--- src/rtl/scsi_ctrl_pkg.sv ---
package scsi_ctrl_pkg;

  localparam int REG_W     = 8;
  localparam int CMD_LOW_W = 6;

  // mode register, bit 7 down to bit 0
  typedef struct packed {
    logic blk_dma;
    logic target;
    logic par_chk;
    logic par_irq_en;
    logic eop_irq_en;
    logic mon_bsy;
    logic dma_en;
    logic arb;
  } mode_t;

  // command register, bit 7 down to bit 0
  typedef struct packed {
    logic       bus_rst;
    logic [1:0] rsvd;
    logic       ack;
    logic       bsy;
    logic       sel;
    logic       atn;
    logic       data;
  } cmd_t;

  // target signal register, bit 7 down to bit 0
  typedef struct packed {
    logic [3:0] rsvd;
    logic       req;
    logic       msg;
    logic       cd;
    logic       io;
  } tgt_t;

endpackage

--- src/rtl/scsi_ctrl_regfile.sv ---
module scsi_ctrl_regfile
  import scsi_ctrl_pkg::*;
#(
  parameter int ADDR_W    = 3,
  parameter int CMD_ADDR  = 1,
  parameter int MODE_ADDR = 2,
  parameter int TGT_ADDR  = 3
) (
  input  logic              clk,
  input  logic              rst_n,
  input  logic              host_cs,
  input  logic              host_we,
  input  logic [ADDR_W-1:0] host_addr,
  input  logic [REG_W-1:0]  host_wdata,
  input  logic              busy_lost_i,
  output mode_t             mode_q,
  output cmd_t              cmd_q,
  output tgt_t              tgt_q,
  output mode_t             mode_d,
  output cmd_t              cmd_d,
  output tgt_t              tgt_d,
  output logic              hold_o,
  output logic              rst_rise_o
);

  logic wr_en;
  logic rst_bit_d;

  assign wr_en = host_cs & host_we;

  always_comb begin
    mode_d    = mode_q;
    cmd_d     = cmd_q;
    tgt_d     = tgt_q;
    if (wr_en && host_addr == ADDR_W'(CMD_ADDR)) begin
      cmd_d      = cmd_t'(host_wdata);
      cmd_d.rsvd = '0;
    end
    if (wr_en && host_addr == ADDR_W'(MODE_ADDR)) begin
      mode_d = mode_t'(host_wdata);
    end
    if (wr_en && host_addr == ADDR_W'(TGT_ADDR)) begin
      tgt_d      = tgt_t'(host_wdata);
      tgt_d.rsvd = '0;
    end
    if (busy_lost_i) begin
      cmd_d[CMD_LOW_W-1:0] = '0;
      tgt_d                = '0;
    end
    rst_bit_d = cmd_d.bus_rst;
    hold_o    = cmd_q.bus_rst | rst_bit_d;
    if (hold_o) begin
      mode_d        = '0;
      tgt_d         = '0;
      cmd_d         = '0;
      cmd_d.bus_rst = rst_bit_d;
    end
  end

  assign rst_rise_o = cmd_d.bus_rst & ~cmd_q.bus_rst;

  always_ff @(posedge clk or negedge rst_n) begin
    if (!rst_n) begin
      mode_q <= '0;
      cmd_q  <= '0;
      tgt_q  <= '0;
    end else begin
      mode_q <= mode_d;
      cmd_q  <= cmd_d;
      tgt_q  <= tgt_d;
    end
  end

  // reset command freezes all other control state at zero
  a_r4_reset_cmd_clears: assert property (@(posedge clk) disable iff (!rst_n)
    cmd_q.bus_rst |-> (mode_q == '0 && tgt_q == '0 && cmd_q[REG_W-2:0] == '0));

  // a busy drop under monitoring strips low command bits and target drives
  a_r5_busy_loss_strips: assert property (@(posedge clk) disable iff (!rst_n)
    busy_lost_i |=> (cmd_q[CMD_LOW_W-1:0] == '0 && tgt_q == '0));

  // reserved bits never hold a one
  a_r2_rsvd_zero: assert property (@(posedge clk) disable iff (!rst_n)
    (cmd_q.rsvd == '0 && tgt_q.rsvd == '0));

endmodule

--- src/rtl/scsi_ctrl_irq.sv ---
module scsi_ctrl_irq
  import scsi_ctrl_pkg::*;
(
  input  logic  clk,
  input  logic  rst_n,
  input  mode_t mode_i,
  input  logic  bsy_i,
  input  logic  eop_i,
  input  logic  par_i,
  input  logic  clr_i,
  input  logic  hold_i,
  input  logic  rst_rise_i,
  output logic  busy_lost_o,
  output logic  irq_o,
  output logic  par_o
);

  logic bsy_q;
  logic irq_q, irq_d;
  logic par_q, par_d;
  logic src_set;
  logic par_hit;

  assign busy_lost_o = mode_i.mon_bsy & bsy_q & ~bsy_i;
  assign par_hit     = mode_i.par_chk & par_i;
  assign src_set     = rst_rise_i | busy_lost_o
                     | (mode_i.eop_irq_en & eop_i)
                     | (mode_i.par_irq_en & par_hit);

  always_comb begin
    irq_d = src_set | (irq_q & ~clr_i);
    par_d = par_hit | (par_q & ~clr_i);
    if (hold_i) begin
      par_d = 1'b0;
    end
  end

  always_ff @(posedge clk or negedge rst_n) begin
    if (!rst_n) begin
      bsy_q <= 1'b0;
      irq_q <= 1'b0;
      par_q <= 1'b0;
    end else begin
      bsy_q <= bsy_i;
      irq_q <= irq_d;
      par_q <= par_d;
    end
  end

  assign irq_o = irq_q;
  assign par_o = par_q;

  // setting the reset command raises the interrupt
  a_r3_rst_raises_irq: assert property (@(posedge clk) disable iff (!rst_n)
    rst_rise_i |=> irq_q);

  // the parity latch only rises when checking was enabled
  a_r7_par_needs_check: assert property (@(posedge clk) disable iff (!rst_n)
    $rose(par_q) |-> $past(mode_i.par_chk));

  // a clear with no source leaves the latch low
  a_r8_clear_drops_irq: assert property (@(posedge clk) disable iff (!rst_n)
    (clr_i && !src_set) |=> !irq_q);

  // the latch holds without a clear
  a_r8_irq_sticky: assert property (@(posedge clk) disable iff (!rst_n)
    (irq_q && !clr_i) |=> irq_q);

endmodule

--- src/rtl/scsi_ctrl_drive.sv ---
module scsi_ctrl_drive
  import scsi_ctrl_pkg::*;
(
  input  logic  clk,
  input  logic  rst_n,
  input  mode_t mode_d,
  input  cmd_t  cmd_d,
  input  tgt_t  tgt_d,
  output logic  bus_rst_o,
  output logic  drv_data_o,
  output logic  drv_atn_o,
  output logic  drv_sel_o,
  output logic  drv_bsy_o,
  output logic  drv_ack_o,
  output logic  drv_io_o,
  output logic  drv_cd_o,
  output logic  drv_msg_o,
  output logic  drv_req_o
);

  logic init_en, targ_en;

  assign init_en = ~mode_d.target;
  assign targ_en = mode_d.target;

  always_ff @(posedge clk or negedge rst_n) begin
    if (!rst_n) begin
      bus_rst_o  <= 1'b0;
      drv_data_o <= 1'b0;
      drv_atn_o  <= 1'b0;
      drv_sel_o  <= 1'b0;
      drv_bsy_o  <= 1'b0;
      drv_ack_o  <= 1'b0;
      drv_io_o   <= 1'b0;
      drv_cd_o   <= 1'b0;
      drv_msg_o  <= 1'b0;
      drv_req_o  <= 1'b0;
    end else begin
      bus_rst_o  <= cmd_d.bus_rst;
      drv_data_o <= cmd_d.data;
      drv_sel_o  <= cmd_d.sel;
      drv_bsy_o  <= cmd_d.bsy;
      drv_atn_o  <= init_en & cmd_d.atn;
      drv_ack_o  <= init_en & cmd_d.ack;
      drv_io_o   <= targ_en & tgt_d.io;
      drv_cd_o   <= targ_en & tgt_d.cd;
      drv_msg_o  <= targ_en & tgt_d.msg;
      drv_req_o  <= targ_en & tgt_d.req;
    end
  end

endmodule

--- src/rtl/scsi_ctrl_regs.sv ---
module scsi_ctrl_regs
  import scsi_ctrl_pkg::*;
#(
  parameter int ADDR_W    = 3,
  parameter int CMD_ADDR  = 1,
  parameter int MODE_ADDR = 2,
  parameter int TGT_ADDR  = 3
) (
  input  logic              clk,
  input  logic              rst_n,
  input  logic              host_cs,
  input  logic              host_we,
  input  logic [ADDR_W-1:0] host_addr,
  input  logic [REG_W-1:0]  host_wdata,
  output logic [REG_W-1:0]  host_rdata,
  input  logic              host_irq_clr,
  input  logic              bus_bsy_i,
  input  logic              dma_eop_i,
  input  logic              par_err_i,
  output logic              irq_o,
  output logic              par_err_o,
  output logic              bus_rst_o,
  output logic              drv_data_o,
  output logic              drv_atn_o,
  output logic              drv_sel_o,
  output logic              drv_bsy_o,
  output logic              drv_ack_o,
  output logic              drv_io_o,
  output logic              drv_cd_o,
  output logic              drv_msg_o,
  output logic              drv_req_o
);

  mode_t mode_q, mode_d;
  cmd_t  cmd_q, cmd_d;
  tgt_t  tgt_q, tgt_d;
  logic  hold, rst_rise, busy_lost;

  scsi_ctrl_regfile #(
    .ADDR_W(ADDR_W), .CMD_ADDR(CMD_ADDR),
    .MODE_ADDR(MODE_ADDR), .TGT_ADDR(TGT_ADDR)
  ) u_regs (
    .clk(clk), .rst_n(rst_n),
    .host_cs(host_cs), .host_we(host_we),
    .host_addr(host_addr), .host_wdata(host_wdata),
    .busy_lost_i(busy_lost),
    .mode_q(mode_q), .cmd_q(cmd_q), .tgt_q(tgt_q),
    .mode_d(mode_d), .cmd_d(cmd_d), .tgt_d(tgt_d),
    .hold_o(hold), .rst_rise_o(rst_rise)
  );

  scsi_ctrl_irq u_irq (
    .clk(clk), .rst_n(rst_n), .mode_i(mode_q),
    .bsy_i(bus_bsy_i), .eop_i(dma_eop_i), .par_i(par_err_i),
    .clr_i(host_irq_clr), .hold_i(hold), .rst_rise_i(rst_rise),
    .busy_lost_o(busy_lost), .irq_o(irq_o), .par_o(par_err_o)
  );

  scsi_ctrl_drive u_drv (
    .clk(clk), .rst_n(rst_n),
    .mode_d(mode_d), .cmd_d(cmd_d), .tgt_d(tgt_d),
    .bus_rst_o(bus_rst_o), .drv_data_o(drv_data_o),
    .drv_atn_o(drv_atn_o), .drv_sel_o(drv_sel_o),
    .drv_bsy_o(drv_bsy_o), .drv_ack_o(drv_ack_o),
    .drv_io_o(drv_io_o), .drv_cd_o(drv_cd_o),
    .drv_msg_o(drv_msg_o), .drv_req_o(drv_req_o)
  );

  always_comb begin
    host_rdata = '0;
    if (host_cs) begin
      if (host_addr == ADDR_W'(CMD_ADDR))  host_rdata = cmd_q;
      if (host_addr == ADDR_W'(MODE_ADDR)) host_rdata = mode_q;
      if (host_addr == ADDR_W'(TGT_ADDR))  host_rdata = tgt_q;
    end
  end

  // initiator-only drives never active in target role
  a_r9_init_drives_role: assert property (@(posedge clk) disable iff (!rst_n)
    (drv_atn_o || drv_ack_o) |-> !mode_q.target);

  // target-only drives never active in initiator role
  a_r9_targ_drives_role: assert property (@(posedge clk) disable iff (!rst_n)
    (drv_io_o || drv_cd_o || drv_msg_o || drv_req_o) |-> mode_q.target);

  // bus reset output tracks the stored command bit
  a_r10_rst_out_tracks: assert property (@(posedge clk) disable iff (!rst_n)
    bus_rst_o == cmd_q.bus_rst);

endmodule

--- config.mk ---
export PLATFORM = sky130hd
export DESIGN_NAME = scsi_ctrl_regs
export DESIGN_NICKNAME = d
export VERILOG_FILES = /design/src/rtl/scsi_ctrl_pkg.sv /design/src/rtl/scsi_ctrl_regfile.sv /design/src/rtl/scsi_ctrl_irq.sv /design/src/rtl/scsi_ctrl_drive.sv /design/src/rtl/scsi_ctrl_regs.sv
export SDC_FILE = /design/constraint.sdc
export NUM_CORES = 1
export LEC_CHECK = 0
export CAP_MARGIN = 20
export CORE_MARGIN = 2
export CORE_UTILIZATION = 35
export CTS_CLUSTER_DIAMETER = 50
export DETAILED_ROUTE_END_ITERATION = 6
export HOLD_SLACK_MARGIN = 0.08
export PLACE_DENSITY_LB_ADDON = 0.3
export SYNTH_ARGS = -nofsm -noshare
export SYNTH_HDL_FRONTEND = slang
export SYNTH_SLANG_ARGS = --single-unit
--- constraint.sdc ---
create_clock -name clk -period 1.74 [get_ports clk]
set_input_delay 0.174 -clock clk [delete_from_list [all_inputs] [get_ports clk]]
set_output_delay 0.174 -clock clk [all_outputs]
set_load 0.01 [all_outputs]
==> Yosys cells after proc, flatten, opt, wreduce, memory -nomap -nowiden <==
Cells that the tools add are included.
{ "classes": {"muxes": 13, "magnitude_cmp": 0, "n_shift": 0, "n_div": 0, "addsub": 0, "mul": 0, "eq_ne": 3, "n_reduce_logical": 7, "bitwise": 25} }
{ "op_table": {"columns": ["cell", "n"], "rows": [
  ["8-bit two-way mux", 10],
  ["1-bit AND", 15],
  ["7-bit two-way mux", 1],
  ["3-bit by 2-bit equality test with 1-bit output (second input constant)", 2],
  ["6-bit two-way mux", 1],
  ["1-bit OR", 6],
  ["3-bit nonzero test", 2],
  ["1-bit inverter", 4],
  ["2-bit nonzero test", 2],
  ["3-bit by 1-bit equality test with 1-bit output (second input constant)", 1],
  ["1-bit logical AND", 3],
  ["1-bit two-way mux", 1]
]} }
{ "word_totals": {"register_bits": 33, "out_inout_bits": 20, "inputBits": 19, "latchBits": 0, "mem_bits_ro": 0, "mem_count": 0, "elab_cells": 78, "ramBits": 0} }

==> Depth between registers and ports, before layout <==
{ "depth": {"depth_word": 8, "depth_mapped": 7, "mapped_depth_nobuf": 4} }

==> Hierarchy <==
A second synthesis with hierarchy kept.
{ "hier_totals": {"cells_unflattened": 163, "area_unflattened_um2": 1734.2} }
{ "by_module_without_submodules": {"columns": ["module", "n_inst", "seq_area_each_um2", "area_each_um2", "cells_per_inst"], "rows": [
  ["scsi_ctrl_regfile", 1, 600.6, 1079.8, 105],
  ["scsi_ctrl_drive", 1, 250.2, 287.8, 16],
  ["scsi_ctrl_regs", 1, 0.0, 231.5, 30],
  ["scsi_ctrl_irq", 1, 75.1, 135.1, 12]
]} }

==> Worst setup path after synthesis <==
Ideal clock, no wire load.
{ "synth_timing": {"kind": "register to register", "from": "register, netlist name u_regs.mode_q[2]", "to": "register u_drv.drv_ack_o", "arrival_ns": 1.268, "path_buffers": 1, "stages_incl_launch_ff": 6, "required_ns": 1.674, "setup_time_ns": 0.066, "period_less_slack_ns": 1.334, "setup_slack_ns": 0.406, "cell_sequence": "dfrtp_1 -> and3b_1 -> clkbuf_1 -> or2_2 -> a21oi_1 -> and2_1"} }
{ "synth_lines": {"columns": ["element", "line_no", "rtl"], "rows": [
  ["end signal, assigned", "scsi_ctrl_drive.sv:44", "drv_ack_o <= init_en & cmd_d.ack;"],
  ["end, declared", "scsi_ctrl_drive.sv:14", "output logic drv_ack_o,"]
]} }

==> Worst setup path after layout <==
{ "layout_timing": {"from": "input host_addr[0]", "to": "output host_rdata[0]"} }
{ "layout_via": {"elab_chain_len": 5, "word_cells_on_any_way": 7, "classes_between": "eq/ne: 3; mux: 4"} }
{ "layout_lines": {"columns": ["element", "line_no", "rtl"], "rows": [
  ["start, declared", "scsi_ctrl_regs.sv:13", "input logic [ADDR_W-1:0] host_addr,"],
  ["3-bit by 1-bit equality test with 1-bit output", "scsi_ctrl_regs.sv:72", "if (host_addr == ADDR_W'(CMD_ADDR)) host_rdata = cmd_q;"],
  ["8-bit two-way mux", "scsi_ctrl_regs.sv:72", null],
  ["8-bit two-way mux", "scsi_ctrl_regs.sv:73", "if (host_addr == ADDR_W'(MODE_ADDR)) host_rdata = mode_q;"],
  ["8-bit two-way mux *", "scsi_ctrl_regs.sv:74", "if (host_addr == ADDR_W'(TGT_ADDR)) host_rdata = tgt_q;"],
  ["8-bit two-way mux *", "scsi_ctrl_regs.sv:71", "if (host_cs) begin"],
  ["end, declared", "scsi_ctrl_regs.sv:15", "output logic [REG_W-1:0] host_rdata,"]
]} }
Every way passes the cells marked *; elsewhere a longest branch is shown, timed or not.

==> flow_summary.yaml <==
run_status:
  status: "completed"
yosys:
  yosys_most_used_dff: "dfrtp_1"
  syn-cell-area_sq_mm: 0.00131
  yosys-top-cells-area: "dfrtp_1 52%, mux2i_1 8.4%, nor2_1 4.6%"
  synth_commonest_cells: "27 x dfrtp_1, 16 x nor2_1, 11 x mux2i_1, 7 x a22oi_1, 7 x nand2_1"
  synth_area_leader_cell: "dfrtp_1"
  syn_area_per_cell_sq_um: 10.9
  yosys.area.top_type_share: 0.516
  synth.distinct_cells: 30
  synth-seq-area-share: 0.516
  synth_fp_nets: 139
  ys_ff_latch: 27
  synth-async-reset-ratio: 1.00
  synth_most_common_cell: "dfrtp_1"
  synth_warnings: 0
  syn_inst: 120
  synth_edf_count: 0
global_routing:
  grtUsageTotal: 0.174
  grt_pass1_wl_um: 5530
  grt_max_degree: 28
  antenna_found_initial: 0
  grt.overflow.total: 0
  grt_pass1_vias: 1157
clock_tree:
  clockBufferDepth: 2
  cts_tree: "done"
  cts_buffers: 3
  cts-root-buf: "clkbuf_8"
  insertion_delay_ps: 280
  clk_pin_slew_ps: 90
  htree_num_levels: 1
  cts_sinks: 27
floorplanning:
  io-pin-count: 39
  fp.dieH_um: 65.2
  die-width_um: 65.2
  rows: 22
  initial_core_util: 0.361
  dieArea_sq_mm: 0.00425
  core_area_sq_mm: 0.00363
power:
  power_density_mw_per_mm2: 741
  peakVddDrop_v: 0.000335
  p_leak_uw: 0.000846
critical_path:
  cp-startpoint: "host_addr[0]"
  cp-endpoint: "host_rdata[0]"
  cp.arrival_ps: 1490
  end_kind: "primary output"
  crit_type: "input pin to primary output"
  reg2reg_to: "u_drv.drv_ack_o"
  ff2ff_path_depth: 4
  worstReg2RegStart: "u_regs.mode_q[2]"
  cp_max_fo: 5
  cp.required_ps: 1570
  ff2ff_setup_slack_ps: 400
  startpoint_type: "input pin"
drt:
  first_pass_iters: 4
  drc_errors: 0
  routed_wl_um: 3370
  drtAntennaViolNets: 0
  first_iter_violations: 52
  routedWlPerCell_um: 15.4
  drt-vias-per-instance: 4.93
  vias: 1080
placement:
  place_congestion: 0.907
  place.port_buffers: 38
  dp_hpwl_um: 2530
  dp.cells: 214
  pre_cts_ws_ps: -377
  place_area_sq_mm: 0.00181
hold_path:
  hold_class: "input pin to asynchronous set/reset pin"
timing:
  drv_slew: 0
  clock-skew-final_ps: 2.51
  post-route-min-period_ps: 1670
  fmax_mhz: 600
  rsz0062_at_grt: "false"
  setup_viol: 0
  period_share: 0.958
  setup_tns_ps: 0
  hold_viol_final: 0
  max-slew-margin-rel: 0.766
  setup_ws_ps: 73.0
  tightestPinTransition_ps: 351
final_layout:
  top_regs: "u_regs.mode_q (8), u_regs.tgt_q (4), u_regs.cmd_q (2)"
  nets: 191
  final_cell_count_no_fill: 219
  largest_register_ffs: 8
  antenna_cells: 0
  final_cell_area_sq_mm: 0.00186
  final_util: 0.511
  syn_to_final_growth_pct: 41.7
  largest_register: "u_regs.mode_q"
  final_layout_size_suffix_gt1_frac: 0.170
flow_run:
  cap_violations: 0
logic make-up after synthesis:
family	count (synthesis)	synth area share
DFF	27	0.516
buffers and inverters	8	0.0449
AOI/OAI and AO/OA	18	0.0888
and+or+nand+nor	51	0.215
muxes	16	0.136
metrics by stage:
| step | hold slack, ps | power [uW] |
|---|---|---|
| floorplan | -122 | 847 |
| global placement | 513 | 1010 |
| detailed placement | 511 | 1020 |
| CTS | 275 | 1380 |
| global route | 322 | 1440 |
| finish | 262 | 1380 |
layer usage:
| layer | vias to the layer above | track usage | part of all wire |
|---|---|---|---|
| met3 | 5 | 0.0291 | 0.043 |
| met2 | 29 | 0.292 | 0.48 |
| li1 | 533 | - | - |
| met1 | 513 | 0.222 | 0.46 |
| met5 | - | 0 | 0 |
| met4 | 0 | 0.0703 | 0.018 |
worst min-delay path by stage:
stage,from,end,cells after the start
2_1_floorplan,rst_n,u_drv.bus_rst_o,0
3_3_place_gp,u_regs.mode_q[7],u_regs.mode_q[7],2
3_5_place_dp,u_regs.mode_q[7],u_regs.mode_q[7],2
4_1_cts,rst_n,u_regs.mode_q[1],2
5_1_grt,rst_n,u_regs.cmd_q[4],2
6_report,rst_n,u_drv.drv_io_o,2
power by group:
part	leakage [uW]	internal, uW	switching, uW
Clock	0.0000228	165	205
Combinational	0.000455	158	143
Sequential	0.000368	671	36.0
area by class of cell:
type                       instances  area, sq um
timing repair buffer              53          478
multi-input combinational         86          594
tap                               48         60.1
clock buffer                       4         45.0
inverter                           1         3.75
fill                             355         1780
sequential                        27          676
worst max-delay path, cell delays in order:
cell and delay (ps):
clkdlybuf4s50_1 450, buf_4 190, nor2b_4 190, a22oi_1 110, nor2_1 100, dlygate4sd2_1 270
timing repair:
action                     in CTS  in global routing
hold buffers                    0                  0
buffers inserted                0                  0
resized for setup              10                  3
cloned                          1                  0
setup endpoints to repair       8                  2
layout by cell type (no fill, tap or decap):
master           instances
clkdlybuf4s50_1         29
dfrtp_1                 27
nor2_1                  16
buf_4                   15
mux2i_1                 11
dlygate4sd2_1            8
nand2_1                  7
a22oi_1                  6
a21oi_1                  5
nand3b_1                 4
nor3_1                   4
mux2_2                   4
nor4_1                   4
and3_1                   3
o21ai_0                  3
clkbuf_8                 3
nand2b_1                 2
and3b_1                  2
nor2b_1                  2
nand4b_1                 2
nor2b_4                  2
and2_1                   2
a21o_1                   1
or2_2                    1
and2_4                   1
mux2i_4                  1
inv_1                    1
a221o_1                  1
a31oi_1                  1
a22oi_2                  1
clkbuf_1                 1
clkbuf_2                 1
Power figures use the tool's default switching activity.
